==> src/rtl/pstat_pkg.sv <==
package pstat_pkg;
  // Progress of the ascending read sequence of one group
  typedef enum logic [1:0] {
    SEQ_IDLE = 2'd0,
    SEQ_GOT0 = 2'd1,
    SEQ_GOT1 = 2'd2
  } seq_t;
endpackage

==> src/rtl/pstat_satcnt.sv <==
module pstat_satcnt #(
  parameter int W = 16
) (
  input  logic         clk,
  input  logic         rst,
  input  logic         inc,
  input  logic         load,
  input  logic [W-1:0] load_val,
  output logic [W-1:0] cnt
);
  localparam logic [W-1:0] MAXV = '1;

  logic [W-1:0] base;
  logic [W:0]   sum;

  always_comb begin
    base = load ? load_val : cnt;
    sum  = {1'b0, base} + {{W{1'b0}}, inc};
  end

  always_ff @(posedge clk) begin
    if (rst)         cnt <= '0;
    else if (sum[W]) cnt <= MAXV;
    else             cnt <= sum[W-1:0];
  end

  // a full counter stays full unless reloaded
  a_r7_no_wrap: assert property (@(posedge clk) disable iff (rst)
    ($past(cnt) == MAXV && !$past(load)) |-> cnt == MAXV);
endmodule

==> src/rtl/pstat_group.sv <==
module pstat_group
  import pstat_pkg::*;
#(
  parameter int ADDR_W = 12,
  parameter int DATA_W = 16,
  parameter int PKT_W  = 32,
  parameter int ERR_W  = 16,
  parameter logic [ADDR_W-1:0] BASE = '0
) (
  input  logic              clk,
  input  logic              rst,
  input  logic              ev_pkt,
  input  logic              ev_err,
  input  logic              rd_en,
  input  logic [ADDR_W-1:0] rd_addr,
  output logic              hit,
  output logic [DATA_W-1:0] rd_val
);
  localparam logic [ADDR_W-1:0] A_LO  = BASE;
  localparam logic [ADDR_W-1:0] A_HI  = BASE + ADDR_W'(1);
  localparam logic [ADDR_W-1:0] A_ERR = BASE + ADDR_W'(2);

  logic sel_lo, sel_hi, sel_err, clear;
  seq_t seq_q, seq_d;
  logic [PKT_W-1:0] live_pkt, snap_pkt;
  logic [ERR_W-1:0] live_err, snap_err;

  assign sel_lo  = rd_en && (rd_addr == A_LO);
  assign sel_hi  = rd_en && (rd_addr == A_HI);
  assign sel_err = rd_en && (rd_addr == A_ERR);
  assign hit     = sel_lo | sel_hi | sel_err;
  assign clear   = sel_err && (seq_q == SEQ_GOT1);

  // Live counters; on clear they restart from events seen since the snapshot
  pstat_satcnt #(.W(PKT_W)) u_pkt (
    .clk(clk), .rst(rst), .inc(ev_pkt), .load(clear),
    .load_val(live_pkt - snap_pkt), .cnt(live_pkt));

  pstat_satcnt #(.W(ERR_W)) u_err (
    .clk(clk), .rst(rst), .inc(ev_err), .load(clear),
    .load_val(live_err - snap_err), .cnt(live_err));

  // Snapshot captured on every first-register read
  always_ff @(posedge clk) begin
    if (rst || clear) begin
      snap_pkt <= '0;
      snap_err <= '0;
    end else if (sel_lo) begin
      snap_pkt <= live_pkt;
      snap_err <= live_err;
    end
  end

  // Sequence tracker: any deviating strobe drops back to idle
  always_comb begin
    if (!rd_en)       seq_d = seq_q;
    else if (sel_lo)  seq_d = (seq_q == SEQ_IDLE) ? SEQ_GOT0 : SEQ_IDLE;
    else if (sel_hi)  seq_d = (seq_q == SEQ_GOT0) ? SEQ_GOT1 : SEQ_IDLE;
    else              seq_d = SEQ_IDLE;
  end

  always_ff @(posedge clk) begin
    if (rst) seq_q <= SEQ_IDLE;
    else     seq_q <= seq_d;
  end

  always_comb begin
    rd_val = '0;
    if (sel_lo)       rd_val = live_pkt[DATA_W-1:0];
    else if (sel_hi)  rd_val = DATA_W'(snap_pkt >> DATA_W);
    else if (sel_err) rd_val = DATA_W'(snap_err);
  end

  // a snapshot never exceeds the live count it was taken from
  a_r3_snap_bounded: assert property (@(posedge clk) disable iff (rst)
    (snap_pkt <= live_pkt) && (snap_err <= live_err));

  // a live counter only ever drops after an error-register read
  a_r4_drop_needs_read: assert property (@(posedge clk) disable iff (rst)
    ((live_pkt < $past(live_pkt)) || (live_err < $past(live_err)))
      |-> $past(rd_en && rd_addr == A_ERR));

  // an error-register read outside the sequence leaves the snapshot
  a_r5_no_clear_off_seq: assert property (@(posedge clk) disable iff (rst)
    ($past(sel_err) && $past(seq_q) != SEQ_GOT1)
      |-> (snap_pkt == $past(snap_pkt) && snap_err == $past(snap_err)));
endmodule

==> src/rtl/pkt_stat_bank.sv <==
module pkt_stat_bank #(
  parameter int ADDR_W = 12,
  parameter int DATA_W = 16,
  parameter int PKT_W  = 32,
  parameter int ERR_W  = 16,
  parameter int LL_W   = 6,
  parameter int LL_LSB = 10,
  parameter logic [ADDR_W-1:0] FIRST_STAT_ADDR = 12'h639,
  parameter logic [ADDR_W-1:0] LINK_ADDR       = 12'h547
) (
  input  logic              clk,
  input  logic              rst,
  input  logic              tx_pkt_done,
  input  logic              tx_pkt_err,
  input  logic              rx_pkt_done,
  input  logic              rx_pkt_err,
  input  logic              link_loss,
  input  logic              rd_en,
  input  logic [ADDR_W-1:0] rd_addr,
  output logic [DATA_W-1:0] rd_data
);
  localparam int NUM_GROUPS = 2;
  localparam int GROUP_SPAN = 3;

  logic [NUM_GROUPS-1:0] ev_pkt, ev_err, grp_hit;
  logic [DATA_W-1:0]     grp_val [NUM_GROUPS];
  logic [LL_W-1:0]       ll_cnt;
  logic                  ll_sel;
  logic [DATA_W-1:0]     rd_mux;

  assign ev_pkt = {rx_pkt_done, tx_pkt_done};
  assign ev_err = {rx_pkt_err,  tx_pkt_err};
  assign ll_sel = rd_en && (rd_addr == LINK_ADDR);

  for (genvar g = 0; g < NUM_GROUPS; g++) begin : g_grp
    pstat_group #(
      .ADDR_W(ADDR_W), .DATA_W(DATA_W), .PKT_W(PKT_W), .ERR_W(ERR_W),
      .BASE(FIRST_STAT_ADDR + ADDR_W'(g * GROUP_SPAN))
    ) u_grp (
      .clk(clk), .rst(rst), .ev_pkt(ev_pkt[g]), .ev_err(ev_err[g]),
      .rd_en(rd_en), .rd_addr(rd_addr),
      .hit(grp_hit[g]), .rd_val(grp_val[g]));
  end

  pstat_satcnt #(.W(LL_W)) u_ll (
    .clk(clk), .rst(rst), .inc(link_loss), .load(1'b0),
    .load_val('0), .cnt(ll_cnt));

  always_comb begin
    rd_mux = '0;
    for (int g = 0; g < NUM_GROUPS; g++)
      if (grp_hit[g]) rd_mux = rd_mux | grp_val[g];
    if (ll_sel) rd_mux = DATA_W'(ll_cnt) << LL_LSB;
  end

  always_ff @(posedge clk) begin
    if (rst)        rd_data <= '0;
    else if (rd_en) rd_data <= rd_mux;
    else            rd_data <= '0;
  end

  // no strobe, no data
  a_r1_idle_zero: assert property (@(posedge clk) disable iff (rst)
    !$past(rd_en) |-> rd_data == '0);

  // unmapped reads return zero
  a_r9_unmapped_zero: assert property (@(posedge clk) disable iff (rst)
    ($past(rd_en) && $past(grp_hit) == '0 && $past(rd_addr) != LINK_ADDR)
      |-> rd_data == '0);

  // link-loss register keeps the low field clear
  a_r8_low_bits_zero: assert property (@(posedge clk) disable iff (rst)
    $past(ll_sel) |-> rd_data[LL_LSB-1:0] == '0);

  // at most one group answers a read
  a_r2_one_group: assert property (@(posedge clk) disable iff (rst)
    $onehot0(grp_hit));
endmodule

==> config.mk <==
export PLATFORM = sky130hd
export DESIGN_NAME = pkt_stat_bank
export DESIGN_NICKNAME = d
export VERILOG_FILES = /design/src/rtl/pstat_pkg.sv /design/src/rtl/pstat_satcnt.sv /design/src/rtl/pstat_group.sv /design/src/rtl/pkt_stat_bank.sv
export SDC_FILE = /design/constraint.sdc
export NUM_CORES = 1
export LEC_CHECK = 0
export BUFFER_PORTS_ARGS = -buffer_cell sky130_fd_sc_hd__buf_2
export CAP_MARGIN = 5
export CORE_MARGIN = 4
export CORE_UTILIZATION = 55
export CTS_BUF_LIST = sky130_fd_sc_hd__clkbuf_4 sky130_fd_sc_hd__clkbuf_8 sky130_fd_sc_hd__clkbuf_16
export DETAILED_ROUTE_END_ITERATION = 8
export GPL_TIMING_DRIVEN = 0
export MAX_ROUTING_LAYER = met4
export PLACE_DENSITY = 0.71
export SYNTH_ARGS = -nofsm -noshare
export SYNTH_HDL_FRONTEND = slang
export SYNTH_SLANG_ARGS = --single-unit
==> constraint.sdc <==
create_clock -name clk -period 7.55 [get_ports clk]
set_clock_uncertainty 0.2 [all_clocks]
set_input_delay 1.51 -clock clk [delete_from_list [all_inputs] [get_ports clk]]
set_output_delay 1.51 -clock clk [all_outputs]
set_load 0.03 [all_outputs]
==> reports/qor.yml, run 1 <==
synth.distinct_cells: 102
placed_cells: 2717
crit_fanout: 10
synth_area_mm2: 0.0169
worstPathCellList: "buf_2 -> nand4bb_1 -> or4_4 -> buf_6 -> buf_2 -> buf_2 -> clkbuf_1 -> clkbuf_1 -> clkbuf_2 -> nand2_1 -> o21ai_0 -> ha_1 -> ha_1 -> o2111a_1 -> and3_1 -> clkbuf_1 -> nand4_1 -> nor3_4 -> nand3_4 -> buf_6 -> a21oi_1"
utilization: 0.617
fp.dieW_um: 183
grt_max_degree: 15
r2r_slack_ps: 990
area_growth_pct: 9.68
clockBufferDepth: 3
core_area_mm2: 0.0300
finalMaxSlewViolations: 0
synth.avg_cell_area_um2: 7.35
max_freq_mhz: 132
tns_ps: 0
clock-sinks: 218
fin_nets: 2481
fin_ws_ps: 2.33
insertion_delay_ps: 560
fill_cells: 2821
cts_tree: "built"
io_buffers: 32
synthTopCellsByCount: "385 x nand2_1, 251 x a21oi_1, 218 x dfxtp_1, 166 x o21ai_0, 126 x inv_1"
drt_iter0_drc: 1566
rows: 63
finalSetupViolations: 0
crit_required_ps: 7810
async_reset_ff_frac: 0
fin_area_mm2: 0.0185
start_util: 0.563
seq_area_frac_synth: 0.259
grt_antenna_before_repair: 1
post_drt_wl_per_cell_um: 21.4
post_route_cells_drive_above_1_share: 0.0699
maxCapViolCount: 0
clock-root-buffer: "clkbuf_16"
post-dp-hpwl_um: 46400
hold_violations: 0
layout.cells.non_filler: 2765
worstSetupPathType: "in -> reg"
max_slew.worst_pin.slew_ps: 1300
dp_slack_ps: -527
layout_min_cycle_time_ps: 7550
status: "finished with violations"
cts_made_buffers: 26
syn-num-nets: 2420
path_buf_inv: 9
grt_pass1_wl_um: 91300
die-area_mm2: 0.0335
synth-seq-cells: 218
end_kind: "flop"
synth_cells: 2294
start_kind: "input pin"
slowest_delay_ps: 680
place_area_mm2: 0.0175
drc_errors: 1
cts-htree-levels: 1
hold_path.class: "reg -> reg"
yosys.area.top_type: "dfxtp_1"
pin_count: 36
vias_per_cell: 6.32
grt.overflow.total: 0
p_per_area_mw_per_mm2: 148
routabilityCongestion: 0.994
grt_pass1_vias: 16300
yosysTopAreaCellShare: 0.259
routed_wl_um: 59200
post_cts.repair.setup_buffers: 0
grt.total_usage: 0.352
final.hold.worst_slack_ps: 254
p_leak_nw: 6.91
dr.pass1.iters: 9
path_clk_slew_ps: 60
ir_worst_vdd_mv: 0.142
synth-edff-count: 0
slowest_stage: "clkbuf_1"
p_total_mw: 2.73
yosysMostFrequentCell: "nand2_1"
rsz0062_at_grt: "no"
dr_total_vias: 17500
ant_nets: 0
max_slew_margin: 0.133
critical-path-top-delay-family: "buffers and inverters"
synthTopCellsByArea: "dfxtp_1 26%, nand2_1 8.6%, ha_1 7.6%, a21oi_1 7.5%, o21ai_0 4.9%"
violations: "design-rule violations"
min_period_over_period: 1.00
worstPathArrival_ps: 7810
die_y_um: 183
ys.flop_type: "dfxtp_1"
yosysWarningCount: 0
-- cell usage in the layout, fill, tap and decap left out, drive strengths merged, types with 29 or more instances in the layout --
| master | Yosys | final |
|---|---|---|
| inv | 126 | 128 |
| o21ai | 175 | 175 |
| o21a | 30 | 30 |
| buf | 32 | 64 |
| xnor2 | 75 | 75 |
| nand2 | 385 | 385 |
| ha | 102 | 102 |
| a21oi | 252 | 252 |
| clkbuf | 95 | 127 |
| nand3 | 55 | 55 |
| dfxtp | 218 | 218 |
| nor2 | 117 | 117 |
| nor3 | 69 | 69 |
| nand4 | 45 | 45 |
| xor2 | 49 | 49 |
| and3 | 29 | 29 |
-- worst reg2reg max path, stage by stage, from the launching register on --
cell and delay [ps]:
dfxtp_1 370, nand4bb_1 200, or4_4 190, buf_6 170, buf_2 360, buf_2 410
clkbuf_1 610, clkbuf_1 680, clkbuf_2 490, nand2_1 100, o21ai_0 110, ha_1 230
ha_1 260, o2111a_1 310, and3_1 240, clkbuf_1 250, nand4_1 330, nor3_4 330
nand3_4 240, buf_6 250, a21oi_1 130
-- kinds of logic after synthesis --
group,Yosys count,share of synthesized area
AO/OA/AOI/OAI,701,0.263
XOR/XNOR,124,0.0644
flip-flops,218,0.259
adder cells (fa/ha/maj),106,0.0805
multiplexers,34,0.0208
AND/OR/NAND/NOR,858,0.252
buffers and inverters,253,0.0600
-- timing repair --
| action | in CTS | in global routing |
|---|---|---|
| endpoints found under the setup margin | 0 | 63 |
| hold buffers | 0 | 0 |
| endpoints found under the hold margin | 0 | 0 |
| gates resized for setup | 0 | 3 |
-- registers in the layout, indices dropped and copies added, names as in the netlist --
register               count
g_grp.u_grp.snap_err      32
g_grp.u_grp.snap_pkt      64
g_grp.u_grp.u_err.cnt     32
rd_data                   16
g_grp.u_grp.seq_q          4
u_ll.cnt                   6
g_grp.u_grp.u_pkt.cnt     64
-- final cells by class --
class	instances	area (um2)	area share
Antenna cell	1	2.50	0.000135
Clock inverter	16	258	0.0139
Tap cell	390	488	0.0264
Timing Repair Buffer	33	165	0.00893
Clock buffer	31	707	0.0382
Buffer	127	541	0.0292
Inverter	126	473	0.0256
Multi-Input combinational cell	1823	11500	0.621
Sequential cell	218	4360	0.236
-- worst paths after layout --
kind,startpoint,endpoint,cells past startpoint
max,rd_en,g_grp[0].u_grp.u_pkt.cnt[14],21
min,g_grp[0].u_grp.snap_pkt[8],g_grp[0].u_grp.snap_pkt[8],2
max reg2reg,g_grp[0].u_grp.seq_q[0],g_grp[0].u_grp.u_pkt.cnt[14],20
min reg2reg,g_grp[0].u_grp.snap_pkt[8],g_grp[0].u_grp.snap_pkt[8],2
-- per-layer routing --
| metal | GRT usage | part of all wire | wire length, um | vias up |
|---|---|---|---|---|
| met5 | - | 0 | 0 | - |
| met1 | 0.438 | 0.41 | 24500 | 8215 |
| met3 | 0.0413 | 0.075 | 4450 | 156 |
| met4 | 0.122 | 0.039 | 2320 | 0 |
| met2 | 0.593 | 0.47 | 28000 | 703 |
| li1 | - | - | - | 8402 |
-- where the power goes --
group / leakage, nW / internal [mW] / switching [mW]
Clock: 0.477 / 0.878 / 0.543
Combinational: 4.67 / 0.0507 / 0.0972
Sequential: 1.76 / 1.16 / 0.00817
No activity file was read; power rests on OpenSTA's default activity.
==> run 2: changes to the inputs <==
--- a/config.mk
+++ b/config.mk
@@ -8,12 +8,12 @@
 export BUFFER_PORTS_ARGS = -buffer_cell sky130_fd_sc_hd__buf_2
 export CAP_MARGIN = 5
 export CORE_MARGIN = 4
-export CORE_UTILIZATION = 55
+export CORE_UTILIZATION = 60
 export CTS_BUF_LIST = sky130_fd_sc_hd__clkbuf_4 sky130_fd_sc_hd__clkbuf_8 sky130_fd_sc_hd__clkbuf_16
 export DETAILED_ROUTE_END_ITERATION = 8
 export GPL_TIMING_DRIVEN = 0
 export MAX_ROUTING_LAYER = met4
-export PLACE_DENSITY = 0.71
+export PLACE_DENSITY = 0.77
 export SYNTH_ARGS = -nofsm -noshare
 export SYNTH_HDL_FRONTEND = slang
 export SYNTH_SLANG_ARGS = --single-unit
==> run 2 against run 1 <==
  * The flow now finishes without violations
  * Core utilization rose by 4.7 points
  * Clock power shrank 4%
  * Worst setup slack improved by 13 ps
  * Total power down 1.7%
  * Via count increased by 2.1%
  * Design area down 0.26%
  * Non-clock buffer count decreased by 1
  * Sequential share of layout area up 0.061 points
  * Hold slack got worse by 2.3 ps
  * Global-route usage is 1.8 points higher
  * First-iteration DRC count grew 26%
==> reports/qor.yml, run 2 (same netlist as run 1, synthesis figures left out) <==
status: "finished, final reports clean"
io_buffers: 32  # unchanged
start_util: 0.607  # +0.0440
clock-sinks: 218  # unchanged
postCtsHoldBufs: 0  # unchanged
mostFrequentLayoutCell: "nand2_1"
startpoint: "rd_addr[2]"
hold_violations: 0  # unchanged
fin_ws_ps: 15.6  # +13.3 ps
grt.overflow.total: 0  # unchanged
min_period_over_period: 0.998  # -0.00176
crit_required_ps: 7810  # about the same
dr_total_vias: 17800  # +2.1%
clock-root-buffer: "clkbuf_16"
pin_count: 36  # unchanged
post-dp-hpwl_um: 44500  # -4.1%
worstPathArrival_ps: 7800  # about the same
r2r_slack_ps: 920  # -70 ps
reg2reg_to: "g_grp[0].u_grp.u_pkt.cnt[27]"
crit_fanout: 10  # unchanged
dr.pass1.iters: 8  # -1
end_kind: "flop"
layout.cells.non_filler: 2752  # -0.47%
die_y_um: 176  # -4.1%
r2r_start: "g_grp[0].u_grp.seq_q[0]"
grt_max_degree: 15  # unchanged
max_slew_margin: 0.176  # +0.0429
grt_antenna_before_repair: 1  # unchanged
finalSetupViolations: 0  # unchanged
maxCapViolCount: 0  # unchanged
finalMaxSlewViolations: 0  # unchanged
p_per_area_mw_per_mm2: 146  # -1.5%
drt_iter0_drc: 1970  # +26%
p_leak_nw: 6.88  # -0.39%
routed_wl_um: 57200  # -3.4%
biggestRegsByFlops: "g_grp.u_grp.snap_pkt: 64 flops, g_grp.u_grp.u_pkt.cnt: 64 flops"
post_drt_wl_per_cell_um: 20.8  # -2.9%
post_route_cells_drive_above_1_share: 0.0699  # unchanged
utilization: 0.664  # +0.0465
insertion_delay_ps: 540  # -20 ps
routabilityCongestion: 1.09  # +9.8%
worstSetupPathType: "in -> reg"
grt_pass1_wl_um: 89500  # -1.9%
fp.dieW_um: 176  # -4.1%
start_kind: "input pin"
diodes: 0  # -1
core_area_mm2: 0.0278  # -7.3%
path_clk_slew_ps: 60  # about the same
max_slew.worst_pin.slew_ps: 1230  # -64.2 ps
crit_end: "g_grp[0].u_grp.u_pkt.cnt[27]"
clockBufferDepth: 3  # unchanged
cts_made_buffers: 26  # unchanged
ant_nets: 0  # unchanged
vias_per_cell: 6.48  # +2.6%
rsz0062_at_grt: "no"
rows: 61  # -3.2%
final_cell_mix: "385 x nand2_1, 251 x a21oi_1, 218 x dfxtp_1"
die-area_mm2: 0.0308  # -8.0%
grt.total_usage: 0.370  # +0.0178
cts_tree: "built"
hold_path.class: "reg -> reg"
fin_nets: 2480  # -0.040%
ir_worst_vdd_mv: 0.161  # +13%
cts-htree-levels: 1  # unchanged
post_cts.repair.setup_buffers: 0  # unchanged
tns_ps: 0  # unchanged
max_freq_mhz: 133  # +0.18%
dp_slack_ps: -302  # +225 ps
p_total_mw: 2.69  # -1.7%
grt_pass1_vias: 16600  # +2.0%
area_growth_pct: 9.40
ff2ff_path_depth: 20  # unchanged
layout_min_cycle_time_ps: 7530  # -13.3 ps
placed_cells: 2705  # -0.44%
drc_errors: 0  # -1
run 2: cell types whose count changed in the layout (fill, tap and decap cells not counted), sizes merged:
cell,before,now
buf,64,65
bufinv,6,4
clkinv,7,6
clkinvlp,1,4
diode,1,0
inv,128,127
run 2: final cells by class:
| cell class | count | area (um2) |
|---|---|---|
| multi-input combinational | 1823 | 11500 |
| fill | 2526 | 9340 |
| sequential | 218 | 4360 |
| clock buffer | 33 | 739 |
| buffer | 126 | 536 |
| inverter | 126 | 473 |
| tap | 378 | 473 |
| clock inverter | 15 | 200 |
| timing repair buffer | 33 | 165 |
run 2: how the worst min path moves through the flow:
| stage | start | to | slack, ps | cells after the start |
|---|---|---|---|---|
| finish | g_grp[1].u_grp.snap_pkt[2] | g_grp[1].u_grp.snap_pkt[2] | 250 | 2 |
| global route | g_grp[1].u_grp.snap_pkt[2] | g_grp[1].u_grp.snap_pkt[2] | 270 | 2 |
| CTS | g_grp[0].u_grp.snap_pkt[2] | g_grp[0].u_grp.snap_pkt[2] | 260 | 2 |
| detailed placement | g_grp[0].u_grp.snap_pkt[12] | g_grp[0].u_grp.snap_pkt[12] | 250 | 2 |
| global placement | g_grp[1].u_grp.snap_pkt[6] | g_grp[1].u_grp.snap_pkt[6] | 240 | 2 |
| floorplan | g_grp[0].u_grp.snap_pkt[10] | g_grp[0].u_grp.snap_pkt[10] | 240 | 2 |
run 2: metrics by stage:
step | hold WS, ps | cell area [um2]
final | 252 | 18400
after global placement | 241 | 17500
after detailed placement | 248 | 17500
after floorplan | 236 | 16900
after global routing | 270 | 18400
after CTS | 256 | 18400
run 2: report_power, final:
part	internal (mW)	leakage (nW)	switching, mW
registers	1.16	1.76	0.00752
clock network	0.834	0.454	0.539
logic	0.0507	4.67	0.0980
total	2.04	6.88	0.645
run 2: layer usage:
| metal | GRT usage | vias up | part of all wire |
|---|---|---|---|
| li1 | - | 8388 | - |
| met1 | 0.456 | 8339 | 0.39 |
| met2 | 0.608 | 900 | 0.46 |
| met3 | 0.0439 | 213 | 0.087 |
| met4 | 0.172 | 0 | 0.058 |
| met5 | - | - | 0 |
run 2: critical path: stages:
cell       delay [ps]
buf_2             270
nand4bb_1         250
or4_4             200
buf_6             160
buf_2             340
buf_2             400
clkbuf_1          610
clkbuf_1          680
buf_1             640
nand2_1           110
o21ai_0           110
ha_1              200
ha_1              230
o2111a_1          290
and3_1            240
clkbuf_1          280
nand4_1           330
nor3_4            330
nand3_4           230
buf_6             240
a21oi_1           150
run 2: timing repair:
item | CTS | global route
setup endpoints to repair | 0 | 30
resized for setup | 0 | 2
endpoints found under the hold margin | 0 | 0
